==> src/rtl/exeLinkPkg.sv <==
package exeLinkPkg;

  typedef enum logic [3:0] {
    OP_ADD = 4'd0,
    OP_SUB = 4'd1,
    OP_AND = 4'd2,
    OP_OR  = 4'd3,
    OP_XOR = 4'd4,
    OP_LUI = 4'd5,
    OP_SLL = 4'd6,
    OP_SRL = 4'd7,
    OP_SRA = 4'd8,
    OP_NONE = 4'd15
  } aluOpT;

  typedef struct packed {
    aluOpT aluOp;
    logic  selShiftA;
    logic  selImmB;
    logic  selLink;
  } exeStrobesT;

endpackage

==> src/rtl/exeControl.sv <==
module exeControl
  import exeLinkPkg::*;
(
  input  logic [3:0] aluCode,
  input  logic       isShift,
  input  logic       useImm,
  input  logic       isLink,
  output exeStrobesT strobes
);

  aluOpT opDecoded;

  always_comb begin
    case (aluCode)
      4'd0:    opDecoded = OP_ADD;
      4'd1:    opDecoded = OP_SUB;
      4'd2:    opDecoded = OP_AND;
      4'd3:    opDecoded = OP_OR;
      4'd4:    opDecoded = OP_XOR;
      4'd5:    opDecoded = OP_LUI;
      4'd6:    opDecoded = OP_SLL;
      4'd7:    opDecoded = OP_SRL;
      4'd8:    opDecoded = OP_SRA;
      default: opDecoded = OP_NONE;
    endcase
  end

  always_comb begin
    strobes.aluOp     = opDecoded;
    strobes.selShiftA = isShift;
    strobes.selImmB   = useImm;
    strobes.selLink   = isLink;
  end

endmodule

==> src/rtl/exeDatapath.sv <==
module exeDatapath
  import exeLinkPkg::*;
#(
  parameter int W       = 32,
  parameter int RW      = 5,
  parameter int SAHI    = 10,
  parameter int SALO    = 6,
  parameter int LINKREG = 31
) (
  input  logic          clk,
  input  logic          rstN,
  input  exeStrobesT    strobes,
  input  logic [W-1:0]  pcPlus4,
  input  logic [W-1:0]  opA,
  input  logic [W-1:0]  opB,
  input  logic [W-1:0]  immExt,
  input  logic [RW-1:0] dstIn,
  output logic [W-1:0]  exeResult,
  output logic [RW-1:0] exeDest
);

  localparam int SAW   = SAHI - SALO + 1;
  localparam int SHW   = $clog2(W);
  localparam int HALFW = W / 2;

  logic [W-1:0]   aluA;
  logic [W-1:0]   aluB;
  logic [SHW-1:0] shamt;
  logic [W-1:0]   aluOut;
  logic [W-1:0]   linkAddr;
  logic [W-1:0]   nextResult;
  logic [RW-1:0]  nextDest;

  always_comb begin
    aluA  = strobes.selShiftA ? {{(W-SAW){1'b0}}, immExt[SAHI:SALO]} : opA;
    aluB  = strobes.selImmB ? immExt : opB;
    shamt = aluA[SHW-1:0];
  end

  assign linkAddr = pcPlus4 + W'(4);

  always_comb begin
    case (strobes.aluOp)
      OP_ADD:  aluOut = aluA + aluB;
      OP_SUB:  aluOut = aluA - aluB;
      OP_AND:  aluOut = aluA & aluB;
      OP_OR:   aluOut = aluA | aluB;
      OP_XOR:  aluOut = aluA ^ aluB;
      OP_LUI:  aluOut = aluB << HALFW;
      OP_SLL:  aluOut = aluB << shamt;
      OP_SRL:  aluOut = aluB >> shamt;
      OP_SRA:  aluOut = W'($signed(aluB) >>> shamt);
      default: aluOut = '0;
    endcase
  end

  always_comb begin
    if (strobes.selLink) begin
      nextResult = linkAddr;
      nextDest   = RW'(LINKREG);
    end else begin
      nextResult = aluOut;
      nextDest   = dstIn;
    end
  end

  always_ff @(posedge clk or negedge rstN) begin
    if (!rstN) begin
      exeResult <= '0;
      exeDest   <= '0;
    end else begin
      exeResult <= nextResult;
      exeDest   <= nextDest;
    end
  end

endmodule

==> src/rtl/exeLinkStage.sv <==
module exeLinkStage
  import exeLinkPkg::*;
(
  input  logic        clk,
  input  logic        rstN,
  input  logic [31:0] pcPlus4,
  input  logic [31:0] opA,
  input  logic [31:0] opB,
  input  logic [31:0] immExt,
  input  logic [3:0]  aluCode,
  input  logic        isShift,
  input  logic        useImm,
  input  logic        isLink,
  input  logic [4:0]  dstIn,
  output logic [31:0] exeResult,
  output logic [4:0]  exeDest
);

  exeStrobesT strobes;

  exeControl u_ctrl (
    .aluCode (aluCode),
    .isShift (isShift),
    .useImm  (useImm),
    .isLink  (isLink),
    .strobes (strobes)
  );

  exeDatapath #(
    .W(32), .RW(5), .SAHI(10), .SALO(6), .LINKREG(31)
  ) u_dp (
    .clk       (clk),
    .rstN      (rstN),
    .strobes   (strobes),
    .pcPlus4   (pcPlus4),
    .opA       (opA),
    .opB       (opB),
    .immExt    (immExt),
    .dstIn     (dstIn),
    .exeResult (exeResult),
    .exeDest   (exeDest)
  );

endmodule

==> config.mk <==
export PLATFORM = sky130hd
export DESIGN_NAME = exeLinkStage
export DESIGN_NICKNAME = d
export VERILOG_FILES = /design/src/rtl/exeLinkPkg.sv /design/src/rtl/exeControl.sv /design/src/rtl/exeDatapath.sv /design/src/rtl/exeLinkStage.sv
export SDC_FILE = /design/constraint.sdc
export NUM_CORES = 1
export LEC_CHECK = 0
export BUFFER_PORTS_ARGS = -buffer_cell sky130_fd_sc_hd__buf_2
export CORE_MARGIN = 2
export CORE_UTILIZATION = 50
export DETAILED_ROUTE_END_ITERATION = 16
export PLACE_DENSITY = 0.72
export SLEW_MARGIN = 5
export SYNTH_ARGS = -nofsm -noshare
export SYNTH_HDL_FRONTEND = slang
export SYNTH_SLANG_ARGS = --single-unit
==> constraint.sdc <==
create_clock -name clk -period 0.8 [get_ports clk]
set_input_delay 0.16 -clock clk [delete_from_list [all_inputs] [get_ports clk]]
set_output_delay 0.16 -clock clk [all_outputs]
set_load 0.005 [all_outputs]
==> results.md, run 1 <==
| Item | This run | Unit |
|:---|:---|:---|
| CTS Root Cell | clkbuf_16 | - |
| TritonCTS Sinks | 37 | - |
| Stop err | [ERROR GRT-0232] Routing congestion too high. Check the congestion heatmap in the GUI. | - |
| Final Wtd Congestion | 1.06 | - |
| Overall die height | 147 | um |
| Post-synth top area share | 0.118 | - |
| Largest net degree at the start of global routing | 53 | - |
| EDFF count, synth | 0 | - |
| Top-level I/O count | 179 | - |
| Post-detailed-placement half-perimeter wirelength | 44000 | um |
| Cell variety after synth | 89 | - |
| Total congestion overflow | 298 | - |
| Number of buffers inserted during clock tree synthesis | 5 | - |
| Status | stopped before the end | - |
| Starting density of the core | 0.509 | - |
| Cell taking the most area after synthesis | ha_1 | - |
| Main synth FF type | dfrtp_1 | - |
| Yosys warnings | 0 | - |
| Worst slack at placement | -3.41 | ns |
| Ranking of synthesized cells by area | ha_1 (12%), mux2i_1 (9.7%), dfrtp_1 (9.0%) | - |
| Buffer depth of the longest clock path | 2 | - |
| Async set or reset register ratio after synthesis | 1.00 | - |
| Number of H-tree levels | 2 | - |
| Synthesized net count | 1610 | - |
| Gate count after technology mapping | 1370 | - |
| Worst endpoint type | sequential cell input | - |
| Share of synthesized area occupied by flip-flops and latches | 0.0900 | - |
| Mapped cell area | 0.0103 | mm2 |
| Port-buffer cells | 178 | - |
| Horizontal die dimension | 147 | um |
| Standard-cell row count | 52 | - |
| Endpoint with the least setup slack after the last repair | u_dp.exeResult[25]$_DFF_PN0_/D | - |
| Stop stage | 5_1_grt | - |
| Synth Area per Inst | 7.51 | um2 |
| Aggregate global-route resource usage | 0.857 | - |
| FF+latch count, synth | 37 | - |
metrics by stage:
stage | setup TNS, ns | instances | utilization | instance area, um2
2_1_floorplan | -78.56 | 1370 | - | 10600
3_3_place_gp | -90.63 | 2278 | 0.767 | 15500
3_5_place_dp | -94.99 | 2278 | 0.767 | 15500
4_1_cts | -81.59 | 2313 | 0.834 | 16900
routing by layer:
layer  GRT overflow  global-route usage
met5              1               0.466
met4            102               0.856
met3              8               0.733
met2            182                1.00
met1              5               0.847
cells by family after synthesis:
kind of cell / after synthesis / synth area share
AOI/OAI and AO/OA: 425 / 0.278
xor gates and xnor gates: 84 / 0.0715
adders and majority gates: 98 / 0.120
buffers and inverters: 160 / 0.0693
DFF: 37 / 0.0900
muxes: 145 / 0.172
and+or+nand+nor: 421 / 0.200
synth_stat cells (all sizes together), types with 14 or more instances:
cell / count
o22ai: 38
xnor2: 57
nand4: 18
nor3: 25
o211ai: 19
clkbuf: 53
nand3: 29
a21o: 14
a221oi: 17
inv: 71
a31oi: 19
dfrtp: 37
buf: 34
mux2i: 133
a21oi: 101
nor2: 126
a22oi: 19
o21ai: 90
ha: 97
a211oi: 25
and3: 16
xor2: 27
nand2b: 35
nand2: 116
what timing repair did:
item	CTS
setup endpoints to repair	69
gates cloned	3
gates resized for setup	184
pin swaps	94
hold buffers	1
buffers inserted	30
hold endpoints to repair	37
==> run 2, diff against run 1 <==
--- a/config.mk
+++ b/config.mk
@@ -7,9 +7,9 @@
 export LEC_CHECK = 0
 export BUFFER_PORTS_ARGS = -buffer_cell sky130_fd_sc_hd__buf_2
 export CORE_MARGIN = 2
-export CORE_UTILIZATION = 50
+export CORE_UTILIZATION = 35
 export DETAILED_ROUTE_END_ITERATION = 16
-export PLACE_DENSITY = 0.72
+export PLACE_DENSITY_LB_ADDON = 0.15
 export SLEW_MARGIN = 5
 export SYNTH_ARGS = -nofsm -noshare
 export SYNTH_HDL_FRONTEND = slang
==> run 2 against run 1 <==
The flow now finishes, with violations (negative setup slack). Synthesized cell count is the same. Synthesized area is the same.
==> results.md, run 2 <==
| Item | This run | Unit | vs previous |
|:---|:---|:---|:---|
| Status | finished with violations | - | was stopped before the end |
| Violations in the final reports | negative setup slack | - |  |
| Setup repair after global routing missed its margin | true | - |  |
| Worst Hold Slack | 0.0587 | ns |  |
| Power Total | 18.6 | mW |  |
| Final critical-path setup slack | -2.80 | ns |  |
| Post-detailed-placement half-perimeter wirelength | 43500 | um | was 44000 um |
| Worst setup SP type | input port | - |  |
| Commonest cells post-synth | nor2_1 (125), nand2_1 (115), a21oi_1 (100), mux2i_1 (100), ha_1 (97) | - | unchanged |
| Largest net degree at the start of global routing | 53 | - |  |
| Async set or reset register ratio after synthesis | 1.00 | - | unchanged |
| Cell mode on critical path | buf_4 | - |  |
| Via/cell ratio | 5.55 | - |  |
| Most numerous cell in the Yosys netlist | nor2_1 | - | unchanged |
| Clock power frac | 0.110 | - |  |
| Worst Hold Depth | 2 | - |  |
| Leakage power | 8.33 | nW |  |
| Most common cell after layout, fill and taps aside | buf_4 | - |  |
| Standard-cell row count | 62 | - | was 52 |
| Die Outline Area | 0.0308 | mm2 |  |
| Number of nets in the finished design | 2302 | - |  |
| Antenna violation net count after detailed routing | 0 | - |  |
| Aggregate global-route resource usage | 0.335 | - |  |
| Post-place instance area | 0.0157 | mm2 | was 0.0155 mm2 |
| Post-Place Cells | 2394 | - | was 2278 |
| EDFF count, synth | 0 | - | unchanged |
| Synthesized net count | 1610 | - | unchanged |
| Max frequency | 278 | MHz |  |
| Comb pwr share | 0.778 | - |  |
| Number of DRC markers after the initial detailed-route iteration | 1172 | - |  |
| Horizontal die dimension | 175 | um | was 147 um |
| Port-buffer cells | 178 | - | unchanged |
| Cell type group with the largest total delay on the critical path | compound AO/OA/AOI/OAI gates | - |  |
| Average wire length per cell after detail routing | 21.8 | um |  |
| Setup CP Type | in2reg | - |  |
| Vias | 13600 | - |  |
| Share of synthesized area occupied by flip-flops and latches | 0.0900 | - | unchanged |
| Final setup violation count | 69 | - |  |
| Gate count after technology mapping | 1370 | - | unchanged |
| Top-level I/O count | 179 | - | unchanged |
| Final wirelength | 53400 | um |  |
| FF+latch count, synth | 37 | - | unchanged |
| Max cap viols | 0 | - |  |
| Via count of the first global-routing pass | 13400 | - |  |
| Slew HR | 0.497 | - |  |
| Buffer depth of the longest clock path | 2 | - | unchanged |
| Overall die height | 175 | um | was 147 um |
| Maximum fanout along the worst path | 6 | - |  |
| Largest register by flop count | u_dp.exeResult | - |  |
| CTS Root Cell | clkbuf_16 | - | unchanged |
| Most used cells in the layout excluding fill and tap cells | buf_4 (543), buf_2 (176), nor2_1 (115) | - |  |
| Cell taking the most area after synthesis | ha_1 | - | unchanged |
| Final Wtd Congestion | 0.976 | - | was 1.06 |
| Count of endpoints failing hold in the final timing report | 0 | - |  |
| Worst slack at placement | -3.42 | ns | was -3.41 ns |
| Total iterations of the first detailed-routing run | 5 | - |  |
| P&R area growth vs syn | 70.3 | % |  |
| Slowest library cell on the worst path | o311a_4 | - |  |
| Power density over the cells | 1060 | mW/mm2 |  |
| Data arrival time of the critical path | 3.81 | ns |  |
| Required @ worst endpoint | 1.01 | ns |  |
| Global-route wire length before repair | 79100 | um |  |
| Switch Pwr | 8.31 | mW |  |
| Core occupancy in the finished layout | 0.607 | - |  |
| Starting density of the core | 0.357 | - | was 0.509 |
| Final setup TNS | -81.78 | ns |  |
| Ant. Diodes | 0 | - |  |
| Main synth FF type | dfrtp_1 | - | unchanged |
| Flip-flop count of the largest register after layout | 32 | - |  |
| Delay of the slowest critical-path stage | 0.38 | ns |  |
| Buffering stage count on the worst path with inverters included | 9 | - |  |
| Share of layout cells above drive strength 1 | 0.504 | - |  |
| Biggest regs | u_dp.exeResult (32), u_dp.exeDest (5) | - |  |
| IR Drop Worst-Case VDD | 1.14 | mV |  |
| Synth Area per Inst | 7.51 | um2 | unchanged |
| CTS tree | yes | - |  |
| Share of power burned in registers | 0.113 | - |  |
| Number of buffers inserted during clock tree synthesis | 5 | - | unchanged |
| Int Power | 10.3 | mW |  |
| Switching fraction of total power | 0.448 | - |  |
| Total congestion overflow | 0 | - |  |
| Worst-Margin Slew | 0.747 | ns |  |
| Yosys warnings | 0 | - | unchanged |
| Ranking of synthesized cells by area | ha_1 (12%), mux2i_1 (9.7%), dfrtp_1 (9.0%) | - | unchanged |
| Number of H-tree levels | 2 | - | unchanged |
| WP depth | 22 | - |  |
| Number of antenna violations at the first check in global routing | 0 | - |  |
| Sort of element at the end of the critical path | flip-flop | - |  |
| Max Slew Vio Count | 0 | - |  |
| Hold Crit Class | in2reg | - |  |
| Final cycle utilization of the critical path | 4.49 | - |  |
| Post-route cell area | 0.0175 | mm2 |  |
| Cell variety after synth | 89 | - | unchanged |
| Final instance count without filler cells | 2447 | - |  |
| Core Box Area | 0.0289 | mm2 |  |
| Detailed-route DRC error count | 0 | - |  |
| TritonCTS Sinks | 37 | - | unchanged |
| Min Tclk post-route | 3.60 | ns |  |
| Mapped cell area | 0.0103 | mm2 | unchanged |
| Critical Path, Cell by Cell | buf_12 > buf_4 > mux2i_4 > ha_4 > buf_4 > buf_6 > a31oi_4 > xnor2_2 > ha_4 > a21o_1 > buf_6 > o311a_4 > a21o_1 > a311oi_4 > buf_4 > buf_6 > buf_4 > o2111ai_2 > o41ai_2 > a211oi_1 > buf_4 > o22ai_2 | - |  |
| Clock-pin slew on the worst setup and hold paths | 0.06 | ns |  |
| Post-synth top area share | 0.118 | - | unchanged |
-- run 2: power by group through the flow --
stage          Clock (mW)  Combinational [mW]  Sequential [mW]
2_1_floorplan           0                6.05             2.15
3_3_place_gp            0                12.1             2.13
3_5_place_dp            0                12.2             2.13
4_1_cts              2.06                13.5             2.09
5_1_grt              2.13                15.3             2.11
6_report             2.04                14.4             2.09
-- run 2: kinds of logic after synthesis --
logic type,synth area share
AO/OA/AOI/OAI,0.278
AND/OR/NAND/NOR,0.200
adder cells (fa/ha/maj),0.120
XOR/XNOR,0.0715
buffers and inverters,0.0693
flip-flops,0.0900
multiplexers,0.172
-- run 2: layout make-up --
cell class / count / area, um2
inverter: 73 / 279
timing repair buffer: 772 / 5750
clock buffer: 6 / 139
multi-input combinational: 1173 / 9930
sequential: 37 / 926
clock inverter: 2 / 13.8
fill: 2688 / 11300
tap: 384 / 480
-- run 2: final timing paths --
path                          start                  to
min in group asynchronous      rstN   u_dp.exeResult[6]
max in group asynchronous      rstN  u_dp.exeResult[27]
max                          useImm  u_dp.exeResult[19]
min                        dstIn[0]     u_dp.exeDest[0]
-- run 2: repair_timing --
item                                    in CTS  in global routing
endpoints found under the hold margin       37                  0
endpoints found under the setup margin      69                 73
setup buffers                               33                 18
pin swaps                                   76                 71
hold buffers                                 1                  0
gates cloned                                 1                  0
gates resized for setup                    173                 82
-- run 2: metal layers --
metal | global-route usage | share of wire
met1 | 0.433 | 0.42
met2 | 0.554 | 0.46
met3 | 0.0470 | 0.066
met4 | 0.154 | 0.052
met5 | 0 | 0
(Power assumes the default switching activity.)
==> run 3, diff against run 2 <==
==> constraint.sdc (replaced) <==
create_clock -name clk -period 0.8 [get_ports clk]
set_input_delay 0.12 -clock clk [delete_from_list [all_inputs] [get_ports clk]]
set_output_delay 0.12 -clock clk [all_outputs]
set_load 0.005 [all_outputs]
==> run 3 against run 2 <==
Highest routed layer unchanged. First-iteration DRC count fell by 2.2%. Largest cell class unchanged. Maximum frequency is 1.4% higher. The flow still finishes with violations (negative setup slack). Die area is the same.
==> results.md, run 3 (synthesis gave the netlist of run 2 again) <==
| Item | This run | Unit | vs previous |
|:---|:---|:---|:---|
| Comb pwr share | 0.757 | - | was 0.778 |
| Clock-pin slew on the worst setup and hold paths | 0.07 | ns | was 0.06 ns |
| Number of nets in the finished design | 2308 | - | was 2302 |
| Top-level I/O count | 179 | - | unchanged |
| Worst Hold Slack | 0.0233 | ns | was 0.0587 ns |
| Required @ worst endpoint | 0.97 | ns | was 1.01 ns |
| Slowest library cell on the worst path | and4bb_2 | - | was o311a_4 |
| Post-Place Cells | 2394 | - | unchanged |
| Status | finished with violations | - | unchanged |
| Final cycle utilization of the critical path | 4.43 | - | was 4.49 |
| Buffering stage count on the worst path with inverters included | 5 | - | was 9 |
| Overall die height | 175 | um | unchanged |
| Core Box Area | 0.0289 | mm2 | unchanged |
| Final setup violation count | 69 | - | unchanged |
| Ant. Diodes | 0 | - | unchanged |
| Worst hold start | dstIn[0] | - | unchanged |
| Violations in the final reports | negative setup slack | - | unchanged |
| Port-buffer cells | 178 | - | unchanged |
| Most used cells in the layout excluding fill and tap cells | buf_4 (540), buf_2 (174), nand2_1 (111) | - | was buf_4 (543), buf_2 (176), nor2_1 (115) |
| Worst slack at placement | -3.35 | ns | was -3.42 ns |
| CTS tree | yes | - | unchanged |
| Int Power | 10.9 | mW | was 10.3 mW |
| Worst Hold Depth | 2 | - | unchanged |
| Starting density of the core | 0.357 | - | unchanged |
| Post-detailed-placement half-perimeter wirelength | 44700 | um | was 43500 um |
| Hold Crit Class | in2reg | - | unchanged |
| Worst-Margin Slew | 0.656 | ns | was 0.747 ns |
| Clock power frac | 0.134 | - | was 0.110 |
| Setup repair after global routing missed its margin | true | - | unchanged |
| Via/cell ratio | 5.57 | - | was 5.55 |
| P&R area growth vs syn | 72.8 | % | was 70.3% |
| Cell type group with the largest total delay on the critical path | compound AO/OA/AOI/OAI gates | - | unchanged |
| Aggregate global-route resource usage | 0.344 | - | was 0.335 |
| Flip-flop count of the largest register after layout | 32 | - | unchanged |
| Data arrival time of the critical path | 3.72 | ns | was 3.81 ns |
| Worst setup SP type | input port | - | unchanged |
| Power density over the cells | 1090 | mW/mm2 | was 1060 mW/mm2 |
| Global-route wire length before repair | 81200 | um | was 79100 um |
| Setup CP Type | in2reg | - | unchanged |
| Final setup TNS | -76.43 | ns | was -81.78 ns |
| Leakage power | 8.35 | nW | was 8.33 nW |
| Share of power burned in registers | 0.108 | - | was 0.113 |
| Max frequency | 282 | MHz | was 278 MHz |
| Antenna violation net count after detailed routing | 0 | - | unchanged |
| Total iterations of the first detailed-routing run | 6 | - | was 5 |
| Delay of the slowest critical-path stage | 0.34 | ns | was 0.38 ns |
| Number of antenna violations at the first check in global routing | 0 | - | unchanged |
| Final wirelength | 54500 | um | was 53400 um |
| Via count of the first global-routing pass | 13600 | - | was 13400 |
| Average wire length per cell after detail routing | 22.2 | um | was 21.8 um |
| Vias | 13700 | - | was 13600 |
| Total congestion overflow | 0 | - | unchanged |
| Final instance count without filler cells | 2453 | - | was 2447 |
| Switch Pwr | 8.37 | mW | was 8.31 mW |
| Most common cell after layout, fill and taps aside | buf_4 | - | unchanged |
| Maximum fanout along the worst path | 5 | - | was 6 |
| Switching fraction of total power | 0.434 | - | was 0.448 |
| Largest register by flop count | u_dp.exeResult | - | unchanged |
| Horizontal die dimension | 175 | um | unchanged |
| Max Slew Vio Count | 0 | - | unchanged |
| Final critical-path setup slack | -2.75 | ns | was -2.80 ns |
| Critical Path, Cell by Cell | buf_12 > buf_12 > buf_12 > buf_12 > mux2i_4 > nand2_2 > nor4_4 > and4bb_2 > buf_6 > a21oi_4 > xnor2_2 > ha_2 > a21o_1 > a21oi_2 > o21bai_1 > a21o_1 > a21oi_2 > o21ai_4 > mux2_4 > a2111oi_4 > o21ai_1 | - | was buf_12 > buf_4 > mux2i_4 > ha_4 > buf_4 > buf_6 > a31oi_4 > xnor2_2 > ha_4 > a21o_1 > buf_6 > o311a_4 > a21o_1 > a311oi_4 > buf_4 > buf_6 > buf_4 > o2111ai_2 > o41ai_2 > a211oi_1 > buf_4 > o22ai_2 |
| Crit path launch | useImm | - | unchanged |
| Slew HR | 0.563 | - | was 0.497 |
| WP depth | 21 | - | was 22 |
| Number of DRC markers after the initial detailed-route iteration | 1146 | - | was 1172 |
| TritonCTS Sinks | 37 | - | unchanged |
| Share of layout cells above drive strength 1 | 0.519 | - | was 0.504 |
| Buffer depth of the longest clock path | 2 | - | unchanged |
| Biggest regs | u_dp.exeResult (32), u_dp.exeDest (5) | - | unchanged |
| Count of endpoints failing hold in the final timing report | 0 | - | unchanged |
| CTS Root Cell | clkbuf_16 | - | unchanged |
| Detailed-route DRC error count | 0 | - | unchanged |
| Final Wtd Congestion | 0.993 | - | was 0.976 |
| Min Tclk post-route | 3.55 | ns | was 3.60 ns |
| Sort of element at the end of the critical path | flip-flop | - | unchanged |
| IR Drop Worst-Case VDD | 0.930 | mV | was 1.14 mV |
| Number of buffers inserted during clock tree synthesis | 5 | - | unchanged |
| Die Outline Area | 0.0308 | mm2 | unchanged |
| Hold Path Sink | u_dp.exeDest[0] | - | unchanged |
| Standard-cell row count | 62 | - | unchanged |
| Largest net degree at the start of global routing | 53 | - | unchanged |
| Max cap viols | 0 | - | unchanged |
| Number of H-tree levels | 2 | - | unchanged |
| Cell mode on critical path | buf_12 | - | was buf_4 |
## run 3: area by class of cell
cell class	instances	area (um2)
repair buffers	778	5890
fillers	2581	11100
inverters	73	284
well taps	384	480
flip-flops and latches	37	926
clock inverters	3	68.8
multi-input cells	1173	10000
clock buffers	5	125
## run 3: metal layers
metal	global-route usage	part of all wire	vias to the layer above
met1	0.455	0.43	6526
met2	0.590	0.47	559
met3	0.0260	0.064	100
li1	-	-	6480
met4	0.122	0.041	0
met5	0	0	-
## run 3: power groups by stage
stage,registers [mW],logic (mW),clock network (mW)
floorplan,2.15,6.05,0
global placement,2.13,12.2,0
detailed placement,2.13,12.3,0
CTS,2.09,13.8,2.61
global route,2.10,15.4,2.72
finish,2.09,14.6,2.59
## run 3: what timing repair did
item,4_1_cts,5_1_grt
resized for setup,210,84
endpoints found under the hold margin,9,0
setup endpoints to repair,69,69
hold buffers,1,0
pin swaps,97,74
cloned,3,0
buffers inserted,36,17
## run 3: worst max path at each step
stage                         end  slack, ns
2_1_floorplan  u_dp.exeResult[29]      -3.22
3_3_place_gp   u_dp.exeResult[18]      -3.33
3_5_place_dp   u_dp.exeResult[25]      -3.35
4_1_cts        u_dp.exeResult[29]      -2.73
5_1_grt        u_dp.exeResult[29]      -2.88
6_report       u_dp.exeResult[29]      -2.75
## run 3: stage by stage
| stage | area, um2 | util | power, mW |
|---|---|---|---|
| after floorplan | 10600 | - | 8.20 |
| after global placement | 15800 | 0.547 | 14.3 |
| after detailed placement | 15800 | 0.547 | 14.4 |
| after CTS | 17300 | 0.599 | 18.5 |
| after global routing | 17800 | 0.616 | 20.2 |
| final | 17800 | 0.616 | 19.3 |
